File: config.mk
export PLATFORM = sky130hd
export DESIGN_NAME = uart_addr_match
export DESIGN_NICKNAME = d
export VERILOG_FILES = /design/src/rtl/uart_addr_match.sv
export SDC_FILE = /design/constraint.sdc
export NUM_CORES = 1
export LEC_CHECK = 0
export ABC_AREA = 1
export CAP_MARGIN = 20
export CORE_MARGIN = 3
export CORE_UTILIZATION = 24
export DETAILED_ROUTE_END_ITERATION = 8
export DONT_BUFFER_PORTS = 1
export PLACE_DENSITY = 0.49
export SLEW_MARGIN = 25
export SYNTH_ARGS = -nofsm -noshare
export SYNTH_HDL_FRONTEND = slang
export SYNTH_SLANG_ARGS = --single-unit
File: constraint.sdc
create_clock -name clk -period 1.1 [get_ports clk]
set_clock_uncertainty 0.15 [all_clocks]
set_input_delay 0.055 -clock clk [delete_from_list [all_inputs] [get_ports clk]]
set_output_delay 0.055 -clock clk [all_outputs]
set_load 0.1 [all_outputs]
File: src/rtl/uart_addr_match.sv
module uart_addr_match #(
  parameter int CW = 8
) (
  input  logic          clk,
  input  logic          rst_n,
  input  logic          uart_en,
  input  logic          rx_en,
  input  logic          addr_wr,
  input  logic [CW-1:0] addr_wdata,
  input  logic          addr_7bit,
  input  logic          mute_req,
  input  logic          match_clr,
  input  logic          rx_valid,
  input  logic [CW-1:0] rx_data,
  output logic [CW-1:0] node_addr,
  output logic          char_match,
  output logic          wake,
  output logic          muted
);
  localparam int NIB = 4;
  localparam int AW  = CW - 1;

  logic active, take, is_addr, hit_wide, hit_nib, addr_hit, full_hit;

  assign active   = uart_en & rx_en;
  assign take     = rx_valid & active;
  assign is_addr  = rx_data[CW-1];
  assign hit_wide = rx_data[AW-1:0] == node_addr[AW-1:0];
  assign hit_nib  = rx_data[NIB-1:0] == node_addr[NIB-1:0];
  assign addr_hit = take & muted & is_addr & (addr_7bit ? hit_wide : hit_nib);
  assign full_hit = take & ~muted & (rx_data == node_addr);

  always_ff @(posedge clk) begin
    if (!rst_n) begin
      node_addr  <= '0;
      char_match <= 1'b0;
      wake       <= 1'b0;
      muted      <= 1'b0;
    end else begin
      if (addr_wr && !active) node_addr <= addr_wdata;
      char_match <= full_hit | (char_match & ~match_clr);
      wake       <= addr_hit;
      if (addr_hit)      muted <= 1'b0;
      else if (mute_req) muted <= 1'b1;
    end
  end
endmodule

==> metrics.md, run 1 <==
| Metric | Value |
|---|---|
| Status | complete, but fails checks |
| Failing checks | hold timing, setup timing |
| Post-placement cell count | about 120 |
| Slew @ Worst Pin | just over 0.4 ns |
| Die height | ~54 um |
| DR DRC count | 0 |
| Router iterations before antenna repair | 3 |
| Max Transition Viols Final | 0 |
| Post-Syn Instances | a little over 80 |
| Relative slew slack | between 70 and 80% |
| Die X | 54.0 um |
| Vias in the first global route | approximately 480 |
| Global-route wire length before repair | 1.98 mm |
| R2r startpoint | node_addr[1] |
| RSZ-0062 raised after global routing | true |
| Fraction of registers with async set/reset | 0% |
| Nets | 139 |
| GRT Overall Usage | around 10% |
| Worst-case reg-to-reg path depth | 6 |
| Net Sw Power | 0.444 mW |
| Final period utilization | 105% |
| Hold depth | 5 |
| Crit path to | muted |
| Pint | between 0.7 and 0.8 mW |
| Yosys reg bits | 11 |
| Maximum root-to-sink buffer count | 2 |
| Max Cap Violations | 0 |
| Final Cell Area | 971 um^2 |
| HP Class | in2reg |
| Final min period | around 1.1 ns |
| Sequential Power Share | around two fifths |
| Hold Worst Slack | -0.0585 ns |
| Most common cell after layout, fill and taps aside | nand2_1 |
| Max Fclk | 0.870 GHz |
| EDFF count, synth | 0 |
| Clk_lat worst skew | 0.27 ns |
| Logic pwr share | roughly 37% |
| Root Driver | clkbuf_4 |
| Top_reg_cell synth | dfxtp_1 |
| Initial core utilization | between 20% and 30% |
| Area of the multi-input gates | approximately 300 um^2 |
| Worst-path clk slew | about 0.07 ns |
| Synthesis-to-layout area growth | 76.0% |
| Synth unique cells | 14 |
| Die footprint | between 0.002 and 0.003 mm^2 |
| Wire per inst | 10.9 um |
| Peak VDD IR | between 0.4 and 0.5 mV |
| CP Max Fanout | 2 |
| Crit. Startpoint | node_addr[1] |
| Final setup fails | 3 |
| I/O Pins | 36 |
| Post-placement cell area | 724 um^2 |
| Hold Vio Cnt, Final | 2 |
| Layout Cells excl Fill | 140 |
| Crit. End Element | flip-flop |
| Initial antenna violation count | 0 |
| TritonCTS clock tree | built |
| PnR worst setup slack | -0.0500 ns |
| P per Cell Area | 1180 mW/mm^2 |
| ANT nets after route | 0 |
| Diode count | 0 |
| RR Endpoint | muted |
| Port-buffer cells | 0 |
| Share of cells above drive strength 1 | 37.2% |
| Post-synthesis net count | 108 |
| Crit path arrival time | roughly 1.2 ns |
| GPL Wtd Cong | 0.709 |
| YS warnings | 0 |
| Vias per cell | between 4 and 5 |
| Number of fill cells | roughly 200 |
| Detailed placement HPWL | 1.11 mm |
| Clock power share | 24.7% |
| Sequential cell area fraction in the yosys report | between 30% and 40% |
| Startpoint Class | flip-flop |
| Required @ worst endpoint | about 1.1 ns |
| Row count | 16 |
| TritonCTS Sinks | 11 |
| Total grt overflow | 0 |
| Total Wirelength | ~1.5 mm |
| Mapped Area | about 550 um^2 |
| Cts bufs inserted | 3 |
| Detailed-route via count | around 600 |
| Core Region | 0.00206 mm^2 |
| Sw Share | about two fifths |
| CTS H-tree lvls | 1 |
| 1st-iter DRT viols | 6 |
| Most frequent cells in the layout | nand2_1 (18), dlygate4sd3_1 (13), inv_1 (12) |
| Avg Cell Area, Syn | approximately 6.6 um^2 |
| R2r setup slk | -0.05 ns |
| Pleak | ~0.44 nW |
| Worst setup path category | reg2reg |
| Post-Place Worst Slack | -0.0444 ns |
| FF/Latch Area | between 200 and 300 um^2 |
| Largest net degree at the start of global routing | 15 |
critical path, cell delays in order (launching register included):
cell,delay (ns)
dfxtp_4,0.36
xnor2_2,0.12
nand2_1,0.10
inv_1,0.07
nand3b_1,0.11
nor2_1,0.10
nor2_1,0.04
stage by stage:
stage	util [%]	total power, mW	hold slack [ns]	setup TNS (ns)
floorplan	-	0.728	0.0308	-0.493
CTS	38.8	1.10	-0.252	-0.135
detailed placement	35.1	0.787	0.0427	-0.0975
global route	47.1	1.21	-0.0268	-0.510
finish	47.1	1.15	-0.0585	-0.102
global placement	35.1	0.781	0.0367	-0.0539
logic make-up after synthesis:
| family | synth area share, % |
|---|---|
| simple gates | 27.9 |
| buf+inv | 12.2 |
| compound gates | 15.2 |
| flops | 39.9 |
| xor+xnor | 4.76 |
cells in the mapped netlist (3+ instances only):
cell type,n,area (um^2)
inv_1,16,60.1
a21oi_1,6,30.0
nand2_1,18,67.6
dfxtp_1,11,220
xnor2_1,3,26.3
nor2_1,9,33.8
nor2_2,3,18.8
nand3_1,3,15.0
o21ai_0,9,45.0
per-layer routing:
layer	up-vias	GRT usage [%]	routed length, um
met3	2	4.16	149
li1	316	-	-
met4	0	7.66	13
met2	23	16.3	728
met5	-	0	0
met1	252	10.8	634
flip-flops by register name (all words and copies together) (netlist names):
register / flops
wake: 1
node_addr: 8
char_match: 1
muted: 1
how the worst min path moves through the flow:
| stage | start | endpoint | slack, ns |
|---|---|---|---|
| 5_1_grt | rx_data[4] | char_match | -0.03 |
| 3_5_place_dp | rst_n | node_addr[6] | 0.04 |
| 2_1_floorplan | rst_n | node_addr[0] | 0.03 |
| 4_1_cts | rst_n | node_addr[5] | -0.25 |
| 3_3_place_gp | rst_n | node_addr[4] | 0.04 |
| 6_report | rx_data[4] | char_match | -0.06 |
layout make-up:
class / count / area share, %
Inverter: 16 / 6.19
Tap cell: 27 / 3.48
Multi-Input combinational cell: 55 / 30.5
Timing Repair Buffer: 27 / 30.7
Clock buffer: 4 / 2.71
Sequential cell: 11 / 26.4
power groups by stage:
| stage | combinational, mW | clock (mW) | sequential (mW) |
|---|---|---|---|
| 2_1_floorplan | 0.0974 | 0 | 0.631 |
| 3_3_place_gp | 0.335 | 0 | 0.446 |
| 3_5_place_dp | 0.339 | 0 | 0.448 |
| 4_1_cts | 0.362 | 0.292 | 0.444 |
| 5_1_grt | 0.448 | 0.311 | 0.448 |
| 6_report | 0.421 | 0.283 | 0.445 |
timing repair:
action,in CTS,in global routing
pin swaps,11,3
resized for setup,11,7
endpoints found under the setup margin,12,5
setup buffers,1,1
cloned,0,0
endpoints found under the hold margin,11,11
Note: power is estimated with default switching activity, not from simulation.
==> inputs of run 2 (changes only) <==
--- a/config.mk
+++ b/config.mk
@@ -10,7 +10,8 @@
 export CORE_MARGIN = 3
 export CORE_UTILIZATION = 24
+export CTS_CLUSTER_SIZE = 25
 export DETAILED_ROUTE_END_ITERATION = 8
 export DONT_BUFFER_PORTS = 1
-export PLACE_DENSITY = 0.49
+export PLACE_DENSITY = 0.48
 export SLEW_MARGIN = 25
 export SYNTH_ARGS = -nofsm -noshare
==> constraint.sdc (replaced) <==
create_clock -name clk -period 1.2 [get_ports clk]
set_clock_uncertainty 0.15 [all_clocks]
set_input_delay 0.06 -clock clk [delete_from_list [all_inputs] [get_ports clk]]
set_output_delay 0.06 -clock clk [all_outputs]
set_load 0.05 [all_outputs]
==> run 2 against run 1 <==
  * Highest routed layer is now met3
  * Maximum frequency fell by 2.9%
  * Non-clock buffer count is 3 higher
  * The run now ends clean
  * Largest cell class is now multi-input gates
  * Critical path depth stayed put
==> metrics.md, run 2 (same netlist as run 1, synthesis figures left out) <==
| Metric | Value |
|---|---|
| CP Depth | 6 (unchanged) |
| CTS H-tree lvls | 1 (unchanged) |
| CP Cell Sequence | xnor2_2 -> nand2_1 -> inv_1 -> nand3b_1 -> nor2_2 -> nor2_1 |
| Router iterations before antenna repair | 2 (-1) |
| Synthesis-to-layout area growth | 73.2% |
| Final setup fails | 0 (-3) |
| Max Transition Viols Final | 0 (unchanged) |
| Slew @ Worst Pin | 0.470 ns (+0.0633 ns) |
| Most frequent cells in the layout | nand2_1 (15), dlygate4sd3_1 (15), inv_1 (13) |
| Worst-path clk slew | 0.07 ns (about the same) |
| Die height | 54.0 um (unchanged) |
| P per Cell Area | 1010 mW/mm^2 (-15%) |
| Root Driver | clkbuf_4 |
| RSZ-0062 raised after global routing | true |
| Nets | 142 (+2.2%) |
| Startpoint Class | flip-flop |
| Total Wirelength | 1.57 mm (+3.1%) |
| Diode count | 0 (unchanged) |
| Clk_lat worst skew | 0.27 ns (about the same) |
| Total grt overflow | 0 (unchanged) |
| M1 GR Usage | 13.5% (+2.6 points) |
| Detailed-route via count | 607 (+2.4%) |
| Largest register FFs | 8 (unchanged) |
| Final Util | 46.4% (-0.73 points) |
| Most Crowded Layer GR | met2 |
| GRT Overall Usage | 11.9% (+1.6 points) |
| Row count | 16 (unchanged) |
| TritonCTS Sinks | 11 (unchanged) |
| Cts bufs inserted | 3 (unchanged) |
| HP Class | in2reg |
| ANT nets after route | 0 (unchanged) |
| Final min period | 1.18 ns (+0.0345 ns) |
| Initial antenna violation count | 0 (unchanged) |
| 1st-iter DRT viols | 4 (-2) |
| Relative slew slack | 68.6% (-4.2 points) |
| Crit. End Element | flip-flop |
| Global-route wire length before repair | 2.39 mm (+21%) |
| Final period utilization | 98.7% (-5.8 points) |
| R2r setup slk | 0.02 ns (+0.07 ns) |
| Max Fclk | 0.844 GHz (-2.9%) |
| CP Max Fanout | 2 (unchanged) |
| Crit path arrival time | 1.20 ns (+0.04 ns) |
| Largest reg by FF count | node_addr |
| Share of cells above drive strength 1 | 33.6% (-3.5 points) |
| Port-buffer cells | 0 (unchanged) |
| Hold depth | 6 (+1) |
| Worst-case reg-to-reg path depth | 6 (unchanged) |
| I/O Pins | 36 (unchanged) |
| WP buf/inv | 1 (unchanged) |
| Peak VDD IR | 0.631 mV (+30%) |
| Hold Vio Cnt, Final | 0 (-2) |
| Number of fill cells | 212 (+3.9%) |
| Largest net degree at the start of global routing | 15 (unchanged) |
| Max Cap Violations | 0 (unchanged) |
| Worst setup path category | reg2reg |
| Core Region | 0.00206 mm^2 (unchanged) |
| Met2 usage | 18.8% (+2.4 points) |
| Required @ worst endpoint | 1.21 ns (+0.10 ns) |
| TritonCTS clock tree | built |
| Top delay family on crit path | simple AND/OR/NAND/NOR gates |
| GRT met3 Usage | 7.48% (+3.3 points) |
| DR DRC count | 0 (unchanged) |
| Max stage delay on crit path | 0.36 ns (about the same) |
| Worst hold path endpoint | char_match |
| Maximum root-to-sink buffer count | 2 (unchanged) |
| Vias per cell | 4.24 (+0.21%) |
| Wire per inst | 11.0 um (+0.92%) |
| Detailed placement HPWL | 1.09 mm (-1.5%) |
| Min-delay src | rx_data[6] |
| Die X | 54.0 um (unchanged) |
| Pleak | 0.468 nW (+6.9%) |
| Final Cell Area | 956 um^2 (-1.5%) |
| Vias in the first global route | 526 (+9.8%) |
| GPL Wtd Cong | 0.718 (+1.4%) |
| R2r startpoint | node_addr[1] |
| Status | finished clean |
| Die footprint | 0.00291 mm^2 (unchanged) |
| Initial core utilization | 26.8% (unchanged) |
| RR Endpoint | muted |
| CP max stage cell | dfxtp_4 |
| Post-placement cell area | 679 um^2 (-6.2%) |
==> run 2: cell count changes in the layout (fill, tap and decap cells not counted), moves of 2 or more <==
| cell | delta |
|---|---|
| buf_6 | -10 |
| buf_4 | +9 |
| dlymetal6s4s_1 | +4 |
| dfxtp_4 | -3 |
| nand2_1 | -3 |
| nand2_2 | +3 |
| buf_12 | -2 |
| dfxtp_1 | +2 |
| dlygate4sd3_1 | +2 |
==> run 2: metrics by stage <==
stage	instances	power (mW)	hold slack [ns]	setup slack [ns]	setup TNS (ns)
global placement	119	0.627	0.0394	0.0488	0
floorplan	83	0.580	0.0358	-0.0150	-0.0150
finish	143	0.967	0.00643	0.0155	0
CTS	142	0.950	0.00797	0.0237	0
global route	143	1.02	0.0384	-0.0680	-0.126
detailed placement	119	0.630	0.0421	0.0438	0
==> run 2: timing repair <==
item / 4_1_cts / 5_1_grt
hold buffers: 19 / 0
setup endpoints to repair: 0 / 3
resized for setup: 0 / 15
setup buffers: 0 / 1
endpoints found under the hold margin: 11 / 0
==> run 2: tightest hold or removal path: cells and delay by family <==
kind             cells  cell delay (ns)
AO/OA/AOI/OAI        1             0.04
AND/OR/NAND/NOR      5             0.28
==> run 2: worst max path at each step <==
| stage | start | end | slack [ns] |
|---|---|---|---|
| floorplan | node_addr[7] | char_match | -0.01 |
| global placement | node_addr[4] | muted | 0.05 |
| detailed placement | node_addr[4] | muted | 0.04 |
| CTS | node_addr[4] | muted | 0.02 |
| global route | node_addr[1] | muted | -0.07 |
| finish | node_addr[1] | muted | 0.02 |
==> run 2: report_power, final <==
part           leakage, nW  internal (mW)  total (mW)  switching [mW]
sequential          0.0954          0.387       0.408          0.0202
clock               0.0150          0.129       0.260           0.131
combinational        0.358          0.125       0.299           0.174
total                0.468          0.641       0.967           0.325
==> run 2: layout make-up <==
type / count / area [um^2] / area share [%]
Inverter: 16 / 60.1 / 6.28
Timing Repair Buffer: 30 / 283 / 29.6
Tap cell: 27 / 33.8 / 3.53
Clock buffer: 4 / 26.3 / 2.75
Multi-Input combinational cell: 55 / 307 / 32.1
Sequential cell: 11 / 246 / 25.8
==> run 2: routing by layer <==
metal	part of all wire, %	routed length, um	vias to the layer above
li1	-	-	323
met2	48	758	26
met5	0	0	-
met4	0	0	0
met1	41	638	258
met3	11	176	0
==> inputs of run 3 (changes only) <==
- CTS_CLUSTER_DIAMETER: unset -> 120
- PLACE_DENSITY: 0.48 -> 0.49
- clock period: 1.2 -> 1 ns (I/O delays scaled with it)
==> run 3 against run 2 <==
  * Register-to-register slack got worse by 0.18 ns
  * Critical endpoint unchanged
  * Critical path type unchanged
  * The run now ends with hold timing, setup timing left
  * Final cell count rose by 0.70%
  * Via count rose by 2.6%
  * Largest cell class is now buffers
  * Sequential power rose by 21%
  * Worst hold slack got worse by 0.075 ns
==> metrics.md, run 3 (same netlist as run 1, synthesis figures left out) <==
| Metric | Value |
|---|---|
| Status | complete, but fails checks |
| Failing checks | hold timing, setup timing |
| Startpoint Class | flip-flop |
| Maximum root-to-sink buffer count | 2 (unchanged) |
| Cts bufs inserted | 3 (unchanged) |
| Hold Worst Slack | -0.0686 ns (-0.0750 ns) |
| Wire per inst | 11.3 um (+2.7%) |
| Vias per cell | 4.33 (+1.9%) |
| Most frequent cells in the layout | nand2_1 (15), dlygate4sd3_1 (12), inv_1 (10) |
| Layout Cells excl Fill | 144 (+0.70%) |
| Largest reg by FF count | node_addr |
| Root Driver | clkbuf_4 |
| Max Cap Violations | 0 (unchanged) |
| RSZ-0062 raised after global routing | true |
| Post-placement cell count | 125 (+5.0%) |
| Total grt overflow | 0 (unchanged) |
| Max Fclk | 0.860 GHz (+1.8%) |
| Max stage delay on crit path | 0.36 ns (about the same) |
| Share of cells above drive strength 1 | 45.3% (+12 points) |
| Synthesis-to-layout area growth | 86.2% |
| Hold Vio Cnt, Final | 7 (+7) |
| Final Util | 49.8% (+3.5 points) |
| Total Wirelength | 1.63 mm (+3.4%) |
| Top delay family on crit path | flip-flops |
| Final setup fails | 5 (+5) |
| Detailed-route via count | 623 (+2.6%) |
| Detailed placement HPWL | 1.11 mm (+1.5%) |
| Die height | 54.0 um (unchanged) |
| Max Transition Viols Final | 0 (unchanged) |
| Largest net degree at the start of global routing | 15 (unchanged) |
| TritonCTS clock tree | built |
| Largest register FFs | 8 (unchanged) |
| Worst-path clk slew | 0.07 ns (about the same) |
| Core Region | 0.00206 mm^2 (unchanged) |
| Sum Neg Setup Slack | -0.570 ns (-0.570 ns) |
| Most common cell after layout, fill and taps aside | nand2_1 |
| R2r setup slk | -0.16 ns (-0.18 ns) |
| Initial core utilization | 26.8% (unchanged) |
| ANT nets after route | 0 (unchanged) |
| Slew @ Worst Pin | 0.362 ns (-0.107 ns) |
| GPL Wtd Cong | 0.711 (-1.0%) |
| P per Cell Area | 1160 mW/mm^2 (+15%) |
| Global-route wire length before repair | 2.37 mm (-0.88%) |
| Router iterations before antenna repair | 4 (+2) |
| I/O Pins | 36 (unchanged) |
| Row count | 16 (unchanged) |
| Initial antenna violation count | 0 (unchanged) |
| TritonCTS Sinks | 11 (unchanged) |
| CP max stage cell | dfxtp_4 |
| CTS H-tree lvls | 1 (unchanged) |
| CP Max Fanout | 2 (unchanged) |
| Pleak | 0.472 nW (+0.78%) |
| 1st-iter DRT viols | 2 (-2) |
| Crit path arrival time | 1.17 ns (-0.03 ns) |
| Peak VDD IR | 0.637 mV (+0.97%) |
| GRT Overall Usage | 11.6% (-0.27 points) |
| Final period utilization | 116% (+18 points) |
| Final min period | 1.16 ns (-0.0212 ns) |
| WP buf/inv | 1 (unchanged) |
| Nets | 143 (+0.70%) |
| Die footprint | 0.00291 mm^2 (unchanged) |
| HP Class | in2reg |
| Crit. End Element | flip-flop |
| Diode count | 0 (unchanged) |
| Post-Place Worst Slack | -0.165 ns (-0.209 ns) |
| Relative slew slack | 75.8% (+7.2 points) |
| CTS Hold Bufs | 13 (-6) |
| Vias in the first global route | 576 (+9.5%) |
| PnR worst setup slack | -0.163 ns (-0.179 ns) |
| Port-buffer cells | 0 (unchanged) |
| Required @ worst endpoint | 1.01 ns (-0.20 ns) |
| CP Cell Sequence | xnor2_2 -> nand2_1 -> inv_1 -> nand3b_1 -> nor2_2 -> nor2_1 |
| Worst setup path category | reg2reg |
| DR DRC count | 0 (unchanged) |
| Die X | 54.0 um (unchanged) |
| Clk_lat worst skew | 0.26 ns (about the same) |
-- run 3: cell count changes in the layout (fill, tap and decap cells not counted), moves of 3 or more --
cell / delta
dfxtp_4: +3
buf_6: +5
buf_4: -4
dlygate4sd3_1: -3
inv_1: -3
inv_2: +3
dlymetal6s4s_1: -3
buf_8: +5
-- run 3: power breakdown --
| part | total, mW | switching, mW | internal, mW |
|---|---|---|---|
| combinational | 0.399 | 0.209 | 0.190 |
| sequential | 0.494 | 0.0317 | 0.462 |
| clock | 0.300 | 0.146 | 0.154 |
-- run 3: worst register-to-register path, delay by kind of cell (launching register included) --
family / cells / cell delay (ns)
simple gates: 4 / 0.35
buf+inv: 1 / 0.06
xor+xnor: 1 / 0.14
flops: 1 / 0.36
-- run 3: path summary, 6_finish.rpt --
check | startpoint | endpoint | depth (start not counted)
hold reg to reg | char_match | char_match | 2
hold / removal | rx_data[4] | char_match | 5
setup / recovery | node_addr[1] | muted | 6
setup reg to reg | node_addr[1] | muted | 6
-- run 3: metrics by stage --
stage	instance area [um^2]	hold slack [ns]	total power, mW
after detailed placement	749	0.0319	0.787
after global placement	749	0.0302	0.782
after floorplan	591	0.0258	0.699
final	1030	-0.0686	1.19
after CTS	958	-0.0706	1.17
after global routing	1030	-0.0329	1.27
-- run 3: per-layer routing --
metal	wire length (um)	vias up	global-route usage, %	part of all wire (%)
li1	-	322	-	-
met3	125	2	3.32	7.7
met5	0	-	0	0
met2	871	22	19.8	54
met4	8	0	6.38	0.49
met1	621	277	12.9	38
-- run 3: final cells by class --
class                      count  area, um^2
sequential                    11         255
clock buffer                   4        26.3
timing repair buffer          31         337
fill                         209        1030
inverter                      16        60.1
tap                           27        33.8
multi-input combinational     55         315
-- run 3: what timing repair did --
item	4_1_cts	5_1_grt
endpoints found under the hold margin	11	6
setup endpoints to repair	13	20
buffers inserted	0	2
cloned	0	0
pin swaps	9	9
resized for setup	13	18
